## config.mk

```make
export PLATFORM = sky130hd
export DESIGN_NAME = cle_exec
export DESIGN_NICKNAME = d
export VERILOG_FILES = /design/src/rtl/cle_pkg.sv /design/src/rtl/cle_len_calc.sv /design/src/rtl/cle_link_eval.sv /design/src/rtl/cle_exec.sv
export SDC_FILE = /design/constraint.sdc
export NUM_CORES = 1
export LEC_CHECK = 0
export ABC_AREA = 1
export BUFFER_PORTS_ARGS = -buffer_cell sky130_fd_sc_hd__buf_4
export CORE_UTILIZATION = 57
export CTS_CLUSTER_DIAMETER = 40
export DETAILED_ROUTE_END_ITERATION = 10
export HOLD_SLACK_MARGIN = 0.12
export PLACE_DENSITY = 0.82
export SYNTH_ARGS = -nofsm -noshare
export SYNTH_HDL_FRONTEND = slang
export SYNTH_HIERARCHICAL = 1
export SYNTH_SLANG_ARGS = --single-unit
```

## constraint.sdc

```tcl
create_clock -name clk -period 3 [get_ports clk]
set_clock_uncertainty 0.1 [all_clocks]
set_input_delay 0.3 -clock clk [delete_from_list [all_inputs] [get_ports clk]]
set_output_delay 0.3 -clock clk [all_outputs]
set_load 0.02 [all_outputs]
```

## src/rtl/cle_pkg.sv

```systemverilog
`timescale 1ns/1ps
package cle_pkg;
  typedef enum logic [3:0] {
    ST_IDLE, ST_BUSY, ST_CMD, ST_CFG, ST_HND,
    ST_LNK0, ST_LNK1, ST_STAT, ST_PLO, ST_PHI
  } cle_state_t;

  localparam logic [1:0] CU_IDLE = 2'd0;
  localparam logic [1:0] CU_SUSP = 2'd1;
  localparam logic [1:0] CU_ACT  = 2'd2;

  localparam logic [2:0] OP_NOP   = 3'd0;
  localparam logic [2:0] OP_ADDR  = 3'd1;
  localparam logic [2:0] OP_CFG   = 3'd2;
  localparam logic [2:0] OP_MCAST = 3'd3;
  localparam logic [2:0] OP_TX    = 3'd4;
  localparam logic [2:0] OP_LINK  = 3'd5;

  localparam logic [15:0] W_BUSY = 16'h4000;
  localparam logic [15:0] W_DONE = 16'h8000;
  localparam logic [15:0] W_OK   = 16'h2000;
  localparam logic [15:0] W_LINK = 16'h8000;

  localparam int F_EOL  = 15;
  localparam int F_SUSP = 14;
  localparam int F_INT  = 13;
endpackage

```

## src/rtl/cle_len_calc.sv

```systemverilog
`timescale 1ns/1ps
module cle_len_calc #(
  parameter int CFG_BYTES  = 14,
  parameter int ADDR_BYTES = 6
) (
  input  logic [2:0] op,
  input  logic [3:0] nib,
  output logic [3:0] len
);
  import cle_pkg::*;
  localparam logic [3:0] MAXB = 4'(CFG_BYTES);
  localparam logic [3:0] MINB = 4'd4;
  localparam logic [3:0] SAB  = 4'(ADDR_BYTES);

  always_comb begin
    len = '0;
    if (op == OP_ADDR) len = SAB;
    else if (op == OP_CFG) begin
      if (nib < MINB)      len = MINB;
      else if (nib > MAXB) len = MAXB;
      else                 len = nib;
    end
  end

  initial begin
    assert (CFG_BYTES >= 4 && CFG_BYTES <= 15)
      else $error("CFG_BYTES out of range");
  end
endmodule

```

## src/rtl/cle_link_eval.sv

```systemverilog
`timescale 1ns/1ps
module cle_link_eval #(
  parameter int ADDR_W = 32
) (
  input  logic [15:0]       lo,
  input  logic [15:0]       hi,
  input  logic              eol,
  output logic              is_null,
  output logic [ADDR_W-1:0] next
);
  logic [31:0] full;
  assign full    = {hi, lo};
  assign is_null = eol || (full == 32'h0) || (full == 32'hFFFF_FFFF);
  assign next    = full[ADDR_W-1:0];
endmodule

```

## src/rtl/cle_exec.sv

```systemverilog
`timescale 1ns/1ps
module cle_exec #(
  parameter int ADDR_W    = 32,
  parameter int CFG_BYTES = 14
) (
  input  logic              clk,
  input  logic              rst,
  input  logic              start,
  input  logic [ADDR_W-1:0] head_ptr,
  input  logic              link_up,
  output logic              mem_req,
  output logic              mem_we,
  output logic [ADDR_W-1:0] mem_addr,
  output logic [15:0]       mem_wdata,
  input  logic [15:0]       mem_rdata,
  input  logic              mem_ack,
  output logic              hnd_req,
  output logic [2:0]        hnd_op,
  output logic [3:0]        hnd_len,
  output logic [ADDR_W-1:0] hnd_addr,
  input  logic              hnd_done,
  output logic [1:0]        cu_state,
  output logic              cx_flag,
  output logic              irq,
  output logic              stat_upd
);
  import cle_pkg::*;
  localparam logic [ADDR_W-1:0] OFS_CMD  = ADDR_W'(2);
  localparam logic [ADDR_W-1:0] OFS_LLO  = ADDR_W'(4);
  localparam logic [ADDR_W-1:0] OFS_LHI  = ADDR_W'(6);
  localparam logic [ADDR_W-1:0] OFS_PAR  = ADDR_W'(8);
  localparam logic [ADDR_W-1:0] OFS_PAR2 = ADDR_W'(10);

  cle_state_t        st;
  logic [ADDR_W-1:0] blk, nxt;
  logic              nxt_vld;
  logic [2:0]        c_op;
  logic              c_eol, c_susp, c_int;
  logic [3:0]        cfg_nib;
  logic [15:0]       ptr_lo;
  logic              lk_null;
  logic [ADDR_W-1:0] lk_next;

  cle_len_calc #(.CFG_BYTES(CFG_BYTES), .ADDR_BYTES(6)) u_len (
    .op(c_op), .nib(cfg_nib), .len(hnd_len)
  );

  cle_link_eval #(.ADDR_W(ADDR_W)) u_link (
    .lo(ptr_lo), .hi(mem_rdata), .eol(c_eol),
    .is_null(lk_null), .next(lk_next)
  );

  // memory and handler requests decoded from state registers only
  always_comb begin
    mem_req   = 1'b0;
    mem_we    = 1'b0;
    mem_addr  = blk;
    mem_wdata = '0;
    case (st)
      ST_BUSY: begin mem_req = 1'b1; mem_we = 1'b1; mem_wdata = W_BUSY; end
      ST_CMD:  begin mem_req = 1'b1; mem_addr = blk + OFS_CMD; end
      ST_CFG:  begin mem_req = 1'b1; mem_addr = blk + OFS_PAR; end
      ST_LNK0: begin
        mem_req = 1'b1; mem_we = 1'b1; mem_addr = blk + OFS_PAR;
        mem_wdata = link_up ? W_LINK : 16'h0;
      end
      ST_LNK1: begin mem_req = 1'b1; mem_we = 1'b1; mem_addr = blk + OFS_PAR2; end
      ST_STAT: begin
        mem_req = 1'b1; mem_we = 1'b1;
        mem_wdata = W_DONE | ((c_op <= OP_LINK) ? W_OK : 16'h0);
      end
      ST_PLO:  begin mem_req = 1'b1; mem_addr = blk + OFS_LLO; end
      ST_PHI:  begin mem_req = 1'b1; mem_addr = blk + OFS_LHI; end
      default: ;
    endcase
  end

  assign hnd_req  = (st == ST_HND);
  assign hnd_op   = c_op;
  assign hnd_addr = blk;

  always_ff @(posedge clk) begin
    if (rst) begin
      st       <= ST_IDLE;
      blk      <= '0;
      nxt      <= '0;
      nxt_vld  <= 1'b0;
      c_op     <= '0;
      c_eol    <= 1'b0;
      c_susp   <= 1'b0;
      c_int    <= 1'b0;
      cfg_nib  <= '0;
      ptr_lo   <= '0;
      cu_state <= CU_IDLE;
      cx_flag  <= 1'b0;
      irq      <= 1'b0;
      stat_upd <= 1'b0;
    end else begin
      irq      <= 1'b0;
      stat_upd <= 1'b0;
      case (st)
        ST_IDLE: if (start) begin
          blk      <= nxt_vld ? nxt : head_ptr;
          nxt_vld  <= 1'b0;
          cu_state <= CU_ACT;
          st       <= ST_BUSY;
        end
        ST_BUSY: if (mem_ack) st <= ST_CMD;
        ST_CMD: if (mem_ack) begin
          c_op   <= mem_rdata[2:0];
          c_eol  <= mem_rdata[F_EOL];
          c_susp <= mem_rdata[F_SUSP];
          c_int  <= mem_rdata[F_INT];
          case (mem_rdata[2:0])
            OP_ADDR, OP_MCAST, OP_TX: st <= ST_HND;
            OP_CFG:                   st <= ST_CFG;
            OP_LINK:                  st <= ST_LNK0;
            default:                  st <= ST_STAT;
          endcase
        end
        ST_CFG: if (mem_ack) begin
          cfg_nib <= mem_rdata[11:8];
          st      <= ST_HND;
        end
        ST_HND:  if (hnd_done) st <= ST_STAT;
        ST_LNK0: if (mem_ack) st <= ST_LNK1;
        ST_LNK1: if (mem_ack) st <= ST_STAT;
        ST_STAT: if (mem_ack) st <= ST_PLO;
        ST_PLO: if (mem_ack) begin
          ptr_lo <= mem_rdata;
          st     <= ST_PHI;
        end
        ST_PHI: if (mem_ack) begin
          cx_flag  <= c_int;
          irq      <= c_int;
          stat_upd <= 1'b1;
          if (c_susp) begin
            cu_state <= CU_SUSP;
            nxt      <= lk_next;
            nxt_vld  <= !lk_null;
            st       <= ST_IDLE;
          end else if (lk_null) begin
            cu_state <= CU_IDLE;
            st       <= ST_IDLE;
          end else begin
            blk <= lk_next;
            st  <= ST_BUSY;
          end
        end
        default: st <= ST_IDLE;
      endcase
    end
  end

  assert_req_hold_R2: assert property (@(posedge clk) disable iff (rst)
    (mem_req && !mem_ack) |=> (mem_req && $stable(mem_addr) && $stable(mem_we)));
  assert_hnd_hold_R9: assert property (@(posedge clk) disable iff (rst)
    (hnd_req && !hnd_done) |=> hnd_req);
  assert_irq_pulse_R7: assert property (@(posedge clk) disable iff (rst)
    irq |=> !irq);
  assert_irq_with_upd_R11: assert property (@(posedge clk) disable iff (rst)
    irq |-> stat_upd);
  assert_cx_clear_R7: assert property (@(posedge clk) disable iff (rst)
    (stat_upd && !irq) |-> !cx_flag);
  assert_upd_pulse_R11: assert property (@(posedge clk) disable iff (rst)
    stat_upd |=> !stat_upd);
  assert_active_R12: assert property (@(posedge clk) disable iff (rst)
    (mem_req || hnd_req) |-> (cu_state == CU_ACT));
  assert_susp_quiet_R6: assert property (@(posedge clk) disable iff (rst)
    (cu_state == CU_SUSP) |-> (!mem_req && !hnd_req));
endmodule

```

After elaboration in Yosys (flattened, before gate mapping)
Index checks and enable logic that the tools add are counted.

Input port bits: 54. Register bits after elaboration: 100. Output and inout bits: 95.

Bitwise gates (word level): 2. Reduce and logical (&&, ||, !) cells: 21. Order comparisons: 3. $add $sub $neg: 5. Muxes and demuxes: 40. Eq/ne operators: 31.

Operators by type and width (count): $mux 32 (5); $pmux 32 s5 (1); $add 32x3->32 const B (2); $add 32x4->32 const B (2); $pmux 32 s2 (1); $mux 4 (14); $pmux 16 s3 (1); $pmux 4 s10 (1); $add 32x2->32 const B (1); $eq 32x32->1 const B (1); $logic_not 32->1 (1); $ne 2x2->1 const B (12); $eq 4x3->1 const B (4); $mux 16 (1); $mux 14 (1); $reduce_and 10->1 (1); $eq 3x2->1 const B (3); $pmux 3 s3 (1); $eq 4x2->1 const B (2); $eq 4x4->1 const B (2); $mux 1 (8); $mux 2 (4); $reduce_and 2->1 (4); $reduce_and 4->1 (2); other kinds (21) (27).

Depth between registers and ports, before layout
Gate-level depths: netlist of the first run.

Depth in word-level cells: 7. Gate-level depth with buffers: 15. Gate-level depth less buffers: 14.

Modules after synthesis
Netlist of the first run, hierarchy kept.

Modules (own cells, without submodules): cle_exec (area an instance 6824.0 um2, sequential area each 2001.9 um2, instances 1, cells an instance 1129); cle_link_eval (area an instance 549.3 um2, sequential area each 0.0 um2, instances 1, cells an instance 110); cle_len_calc (area an instance 88.8 um2, sequential area each 0.0 um2, instances 1, cells an instance 21).

Least setup slack after synthesis of the first run
Ideal clock, no wire load.

Path kind: register to output. From: reg st[1]. To: out mem_addr[10]. Arrival: 2.154 ns. Cell stages (with the launch flop): 15. Required time: 2.600 ns. Buffers on the path: 2. Setup slack: 0.446 ns. Cells stage by stage: dfxtp_1 inv_2 nand2_2 nor2_4 buf_2 buf_2 ha_1 nand2_1 nor2_1 nor2_1 nor2_1 nand2_1 o211ai_1 nand2_1 a21boi_1.

Word-level cells in the longest chain between the ends: 3. Elaborated cells between the ends (all ways): 8. Classes of those cells: eq/ne (6); mux (1); reduce/logical (1).

Ends and longest elaborated chain: start, declared (RTL line cle_exec.sv:34) `cle_state_t st;`; start signal, assigned (RTL line cle_exec.sv:84) `st <= ST_IDLE;`; start signal, assigned (RTL line cle_exec.sv:106) `st <= ST_BUSY;`; start signal, assigned (RTL line cle_exec.sv:108) `ST_BUSY: if (mem_ack) st <= ST_CMD;`; $eq 4x3->1 / $eq 4x2->1 (equally long branches) (RTL line cle_exec.sv:59) `case (st)`; $reduce_or 2->1 (no source line); $pmux 32 s5 * (RTL line cle_exec.sv:59); end, declared (RTL line cle_exec.sv:13) `output logic [ADDR_W-1:0] mem_addr,`.

Mark *: on every way between the ends. The rest lies on a longest branch, timed or not.

Worst setup path in the final report of the first run
From: reg st[1]. To: out mem_addr[8].

The elaborated chain is that of the path after synthesis.

==> metrics.txt, run 1 <==
worst-margin pin slew 0.656 ns; chip width 116 um; final cycle utilization of the critical path 96.0%; maximum vdd drop 513 uV; DRC 0; Top-Level Pins 149; initial core utilization 58.9%; Via density 5.53; vias in the first global route 7246; Pwr Density 801 mW/mm^2; final core utilization 69.0%; CP max FO 6; Die H 116 um; layout cell share with drive strength beyond 1 17.1%; Hold Vio Cnt, Final 0; Seq/Total Area, Yosys 26.8%; max-cap violation count 0; first-pass GRT wire length 37.4 mm; final setup fails 0; register-to-register setup slack 0.48 ns; cts-stage hold buffer count 0; yosys warns 6; Die Area 0.0136 mm^2; Synth Register Bits 100; final worst-path setup slack 0.121 ns; CP Capture Type output port; P&R area growth vs syn 17.1%; hold path start mem_rdata[4]; CP Launch Type flip-flop; # port buffers 135; dpl ws 0.256 ns; Initial DRC Count 810; syn_area_per_cell 5.92 um^2; Slew HR 56.3%; Fillers 1200; HP Class input port to flip-flop; path type of the worst setup path flip-flop to output port; Post-Synthesis Cells 1260; Antenna Nets Post-Route 0; Power Total 7.00 mW; vias 8437; Post-synth top flop dfxtp_1; # clock sinks 100; min Tclk post-route 2.88 ns; LEAKAGE 3.67 nW; DPL Wire Length 18.7 mm; Inserted Clock Buffers 9; # diodes 0; worst-case reg-to-reg path depth 10; worst slack on hold paths 0.171 ns; Cell Area, Synth 0.00746 mm^2; Worst-path clk slew 0.06 ns; Multi-input gate area 0.00448 mm^2; placeable core area 0.0127 mm^2; Std-Cell Rows 41; Synth cell types 36; Root Driver clkbuf_16; CTS tree done; hold endpoint ptr_lo[4]; FMAX 347 MHz; arrival time worst endpoint 2.48 ns; largest net degree at the start of global routing 70; Detailed Route WL 24.8 mm; GRT Overall Usage 36.5%; Critical Path RT 2.60 ns; GPL Wtd Cong 1.06; most frequent cells in the layout nand2_1 (375), buf_4 (169), nand3_1 (124); post-route setup TNS 0 ns; Worst R2R End hnd_addr[25]; status completed; routed wire length per instance 16.2 um; cell depth of the worst hold path 3; Post-synth EDFFs 0; CTS max path bufs 2; Async S/R FF share, synth 0%; antenna violations before repair 0; H-tree Lvls 3; final net count 1410; detailed-router iteration count before antenna repair 5; worst skew pair latency 0.34 ns; GRT overflow 0; fin. max-slew vios 0; commonest non-fill, non-tap cell in the layout nand2_1; register area 0.00202 mm^2; worst r2r src st[2]
==> final cells by class <==
| class | count | area share [%] |
|---|---|---|
| multi-input combinational | 945 | 51.3 |
| sequential | 100 | 23.1 |
| clock inverter | 3 | 0.272 |
| tap | 172 | 2.46 |
| inverter | 125 | 5.40 |
| clock buffer | 11 | 2.78 |
| timing repair buffer | 170 | 14.7 |
==> stage by stage <==
step | cell area [um^2] | cells
2_1_floorplan | 7510 | 1272
3_3_place_gp | 8380 | 1509
3_5_place_dp | 8380 | 1509
4_1_cts | 8660 | 1524
5_1_grt | 8740 | 1526
6_report | 8740 | 1526
==> synth_stat cells (2+ instances only) <==
cell	number	area, um^2
nor2_2	7	43.8
a21oi_1	112	561
mux2i_1	32	320
o21ai_0	98	490
nand2_1	377	1420
inv_1	119	447
or2_2	3	18.8
buf_4	57	428
clkbuf_1	24	90.1
nand3_2	2	20.0
nand3b_1	3	22.5
and2_1	2	12.5
buf_1	3	11.3
nor3_1	6	30.0
nor2_4	3	33.8
dfxtp_1	100	2000
xor2_1	2	17.5
nor2_1	120	450
o21ai_1	5	25.0
ha_1	4	50.1
nand2_2	4	25.0
nand3_1	126	631
nand4_1	16	100
buf_2	18	90.1
inv_2	6	22.5
==> report_power, final <==
group / switching, mW / leakage [nW] / internal [mW]
combinational: 2.50 / 2.73 / 1.45
clock: 0.492 / 0.124 / 0.579
sequential: 0.425 / 0.815 / 1.55
==> cells by family after synthesis <==
kind of cell,after synthesis,share of synthesized area [%]
AOI/OAI and AO/OA,223,15.4
buffers and inverters,227,14.6
DFF,100,26.8
xor gates and xnor gates,2,0.235
adders and majority gates,5,0.939
and+or+nand+nor,670,37.7
other,1,0.0503
muxes,32,4.29
==> routing by layer <==
layer / track usage [%] / part of all wire, % / up-vias / wire length [um]
met5: 0 / 0 / - / 0
met4: 18.3 / 4.2 / 0 / 1030
met3: 3.68 / 6.6 / 69 / 1650
met2: 62.6 / 48 / 373 / 12000
met1: 45.5 / 41 / 3792 / 10100
li1: - / - / 4203 / -
==> flip-flops by register name, summed over array words and instances (netlist names), 2 cells and up <==
name,cells
cfg_nib,4
cu_state,2
hnd_addr,32
hnd_op,3
nxt,32
ptr_lo,16
st,4
==> repair_timing <==
item / 4_1_cts / 5_1_grt
endpoints found under the setup margin: 13 / 26
pin swaps: 1 / 3
hold endpoints to repair: 0 / 0
gates resized for setup: 4 / 22
buffers inserted: 1 / 2
==> worst max path at each step <==
| stage | start | end | slack [ns] | cells past startpoint |
|---|---|---|---|---|
| 2_1_floorplan | st[1] | mem_addr[10] | 0.45 | 14 |
| 3_3_place_gp | st[0] | mem_addr[15] | 0.32 | 16 |
| 3_5_place_dp | st[0] | mem_addr[15] | 0.26 | 16 |
| 4_1_cts | st[3] | mem_addr[15] | 0.01 | 16 |
| 5_1_grt | st[1] | mem_addr[18] | -0.007 | 14 |
| 6_report | st[1] | mem_addr[8] | 0.12 | 15 |
==> critical path: stages, from the launching register on <==
cell	delay, ns
dfxtp_4	0.39
inv_4	0.06
nor2_2	0.12
nand2_1	0.09
inv_1	0.11
ha_4	0.23
nand2_1	0.10
nand2_2	0.09
nor2_2	0.17
nor2_1	0.08
nand2_1	0.10
o211ai_1	0.16
buf_4	0.16
nor2_1	0.08
nor2_1	0.05
buf_4	0.16
No activity file was read; power rests on OpenSTA's default activity.
==> inputs of run 2 (changes only) <==
- SETUP_SLACK_MARGIN: default -> 0.2
==> metrics.txt, run 2 (same netlist as run 1, synthesis figures left out) <==
placeable core area 0.0127 mm^2 (unchanged); arrival time worst endpoint 2.40 ns (-0.08 ns); routed wire length per instance 16.4 um (+1.3%); chip width 116 um (unchanged); CP max FO 4 (-2); CTS max path bufs 2 (unchanged); GRT overflow 0 (unchanged); status completed; CTS tree done; unrepaired setup endpoints after global routing yes; Internal Power 3.65 mW (+1.9%); DRC 0 (unchanged); P_sw 3.50 mW (+2.5%); maximum vdd drop 513 uV (about the same); slowest stage delay, CP 0.37 ns (-0.02 ns); Via density 5.58 (+0.99%); Antenna Nets Post-Route 0 (unchanged); Die Area 0.0136 mm^2 (unchanged); first-pass GRT wire length 37.8 mm (+0.96%); most frequent cell on the critical path nand2_2; commonest non-fill, non-tap cell in the layout nand2_1; final setup fails 0 (unchanged); Std-Cell Rows 41 (unchanged); final cycle utilization of the critical path 93.4% (-2.6 points); DP Area 0.00838 mm^2 (unchanged); Worst-path clk slew 0.06 ns (about the same); # port buffers 135 (unchanged); GPL Wtd Cong 1.06 (unchanged); sw frac 48.9% (+0.13 points); initial core utilization 58.9% (unchanged); layout cell share with drive strength beyond 1 20.1% (+3.0 points); Worst Path Buf+Inv 4 (unchanged); # diodes 0 (unchanged); FMAX 357 MHz (+2.8%); delay-heaviest family, CP simple AND/OR/NAND/NOR gates; worst-margin pin slew 0.669 ns (+0.0128 ns); Root Driver clkbuf_16; worst-path cell chain inv_4 -> nor2_4 -> nand2_2 -> fa_2 -> inv_2 -> nand3_4 -> nand2_4 -> buf_6 -> nand2_2 -> o21ai_2 -> nand3_1 -> nor2_2 -> a21oi_1 -> buf_4; post-route cell area 0.00900 mm^2 (+3.0%); Crit-path slowest cell dfxtp_4; min Tclk post-route 2.80 ns (-0.0771 ns); vias 8565 (+1.5%); fin. max-slew vios 0 (unchanged); DPL Wire Length 18.7 mm (unchanged); path type of the worst setup path flip-flop to output port; Pwr Density 794 mW/mm^2 (-0.80%); # clock sinks 100 (unchanged); final net count 1418 (+0.57%); detailed-router iteration count before antenna repair 6 (+1); Inserted Clock Buffers 9 (unchanged); P&R area growth vs syn 20.6%; CP Launch Type flip-flop; Die H 116 um (unchanged); largest net degree at the start of global routing 70 (unchanged); HP Class input port to flip-flop; most frequent cells in the layout nand2_1 (365), buf_4 (169), nand3_1 (119); vias in the first global route 7297 (+0.70%); Initial DRC Count 801 (-1.1%); Critical Path RT 2.60 ns (about the same); Comb pwr share 57.3% (+0.9 points); GRT Overall Usage 36.7% (+0.26 points); max-cap violation count 0 (unchanged); cts-stage hold buffer count 0 (unchanged); H-tree Lvls 3 (unchanged); Flop pwr share 27.7% (-0.5 points); Detailed Route WL 25.2 mm (+1.9%); post-route setup TNS 0 ns (unchanged); worst skew pair latency 0.34 ns (about the same); clock power share 15.0% (-0.3 points); LEAKAGE 3.73 nW (+1.5%); Hold Vio Cnt, Final 0 (unchanged); antenna violations before repair 0 (unchanged); CP Capture Type output port; Top-Level Pins 149 (unchanged); Slew HR 55.4% (-0.86 points)
## run 2: cell types whose count changed in the layout (fill, tap and decap cells not counted), sizes merged
| cell | delta |
|---|---|
| buf | +8 |
## run 2: metrics by stage
stage | hold slack [ns] | cells | total power [mW] | setup slack (ns) | utilization [%]
CTS | 0.171 | 1526 | 6.95 | 0.115 | 68.9
detailed placement | 0.335 | 1509 | 5.84 | 0.256 | 66.1
global route | 0.178 | 1534 | 7.58 | 0.0827 | 71.0
global placement | 0.332 | 1509 | 5.81 | 0.318 | 66.1
finish | 0.173 | 1534 | 7.15 | 0.198 | 71.0
floorplan | 0.323 | 1272 | 4.39 | 0.446 | -
## run 2: path summary, 6_finish.rpt
| check | from | end | slack (ns) | cells past startpoint |
|---|---|---|---|---|
| max reg2reg | st[0] | hnd_addr[25] | 0.43 | 10 |
| min reg2reg | nxt[5] | nxt[5] | 0.35 | 2 |
| min | mem_rdata[4] | ptr_lo[4] | 0.17 | 3 |
| max | st[0] | mem_addr[11] | 0.20 | 14 |
## run 2: timing repair
| item | in CTS | in global routing |
|---|---|---|
| setup buffers | 3 | 8 |
| endpoints found under the hold margin | 0 | 0 |
| endpoints found under the setup margin | 25 | 27 |
| cloned | 0 | 0 |
| gates resized for setup | 20 | 65 |
| pin swaps | 3 | 24 |
## run 2: cell type report
| class | instances | area (um^2) |
|---|---|---|
| clock buffer | 11 | 243 |
| clock inverter | 3 | 23.8 |
| fill | 1186 | 3670 |
| inverter | 125 | 482 |
| multi-input combinational | 945 | 4640 |
| sequential | 100 | 2020 |
| tap | 172 | 215 |
| timing repair buffer | 178 | 1380 |
## run 2: worst reg2reg max path, cell delays in order (launching register included)
cell	delay (ns)
dfxtp_4	0.37
buf_4	0.13
nand2_2	0.09
nor2_4	0.16
buf_4	0.51
a21oi_1	0.16
nor2_2	0.15
nand2_4	0.06
inv_2	0.40
nand2_1	0.20
a21oi_1	0.16
## run 2: power groups by stage
stage	clock network, mW	logic, mW	registers, mW
6_report	1.07	4.10	1.98
5_1_grt	1.13	4.44	2.01
4_1_cts	1.07	3.93	1.95
3_5_place_dp	0	3.87	1.97
3_3_place_gp	0	3.84	1.97
2_1_floorplan	0	2.44	1.95
## run 2: per-layer routing
metal  share of wire, %  wire [um]  vias up  global-route usage, %
met3                7.0       1770       59                   4.26
met4                3.8        970        0                   16.4
met1                 40      10200     3887                   45.7
met5                  0          0        -                      0
met2                 49      12300      410                   63.7
li1                   -          -     4209                      -
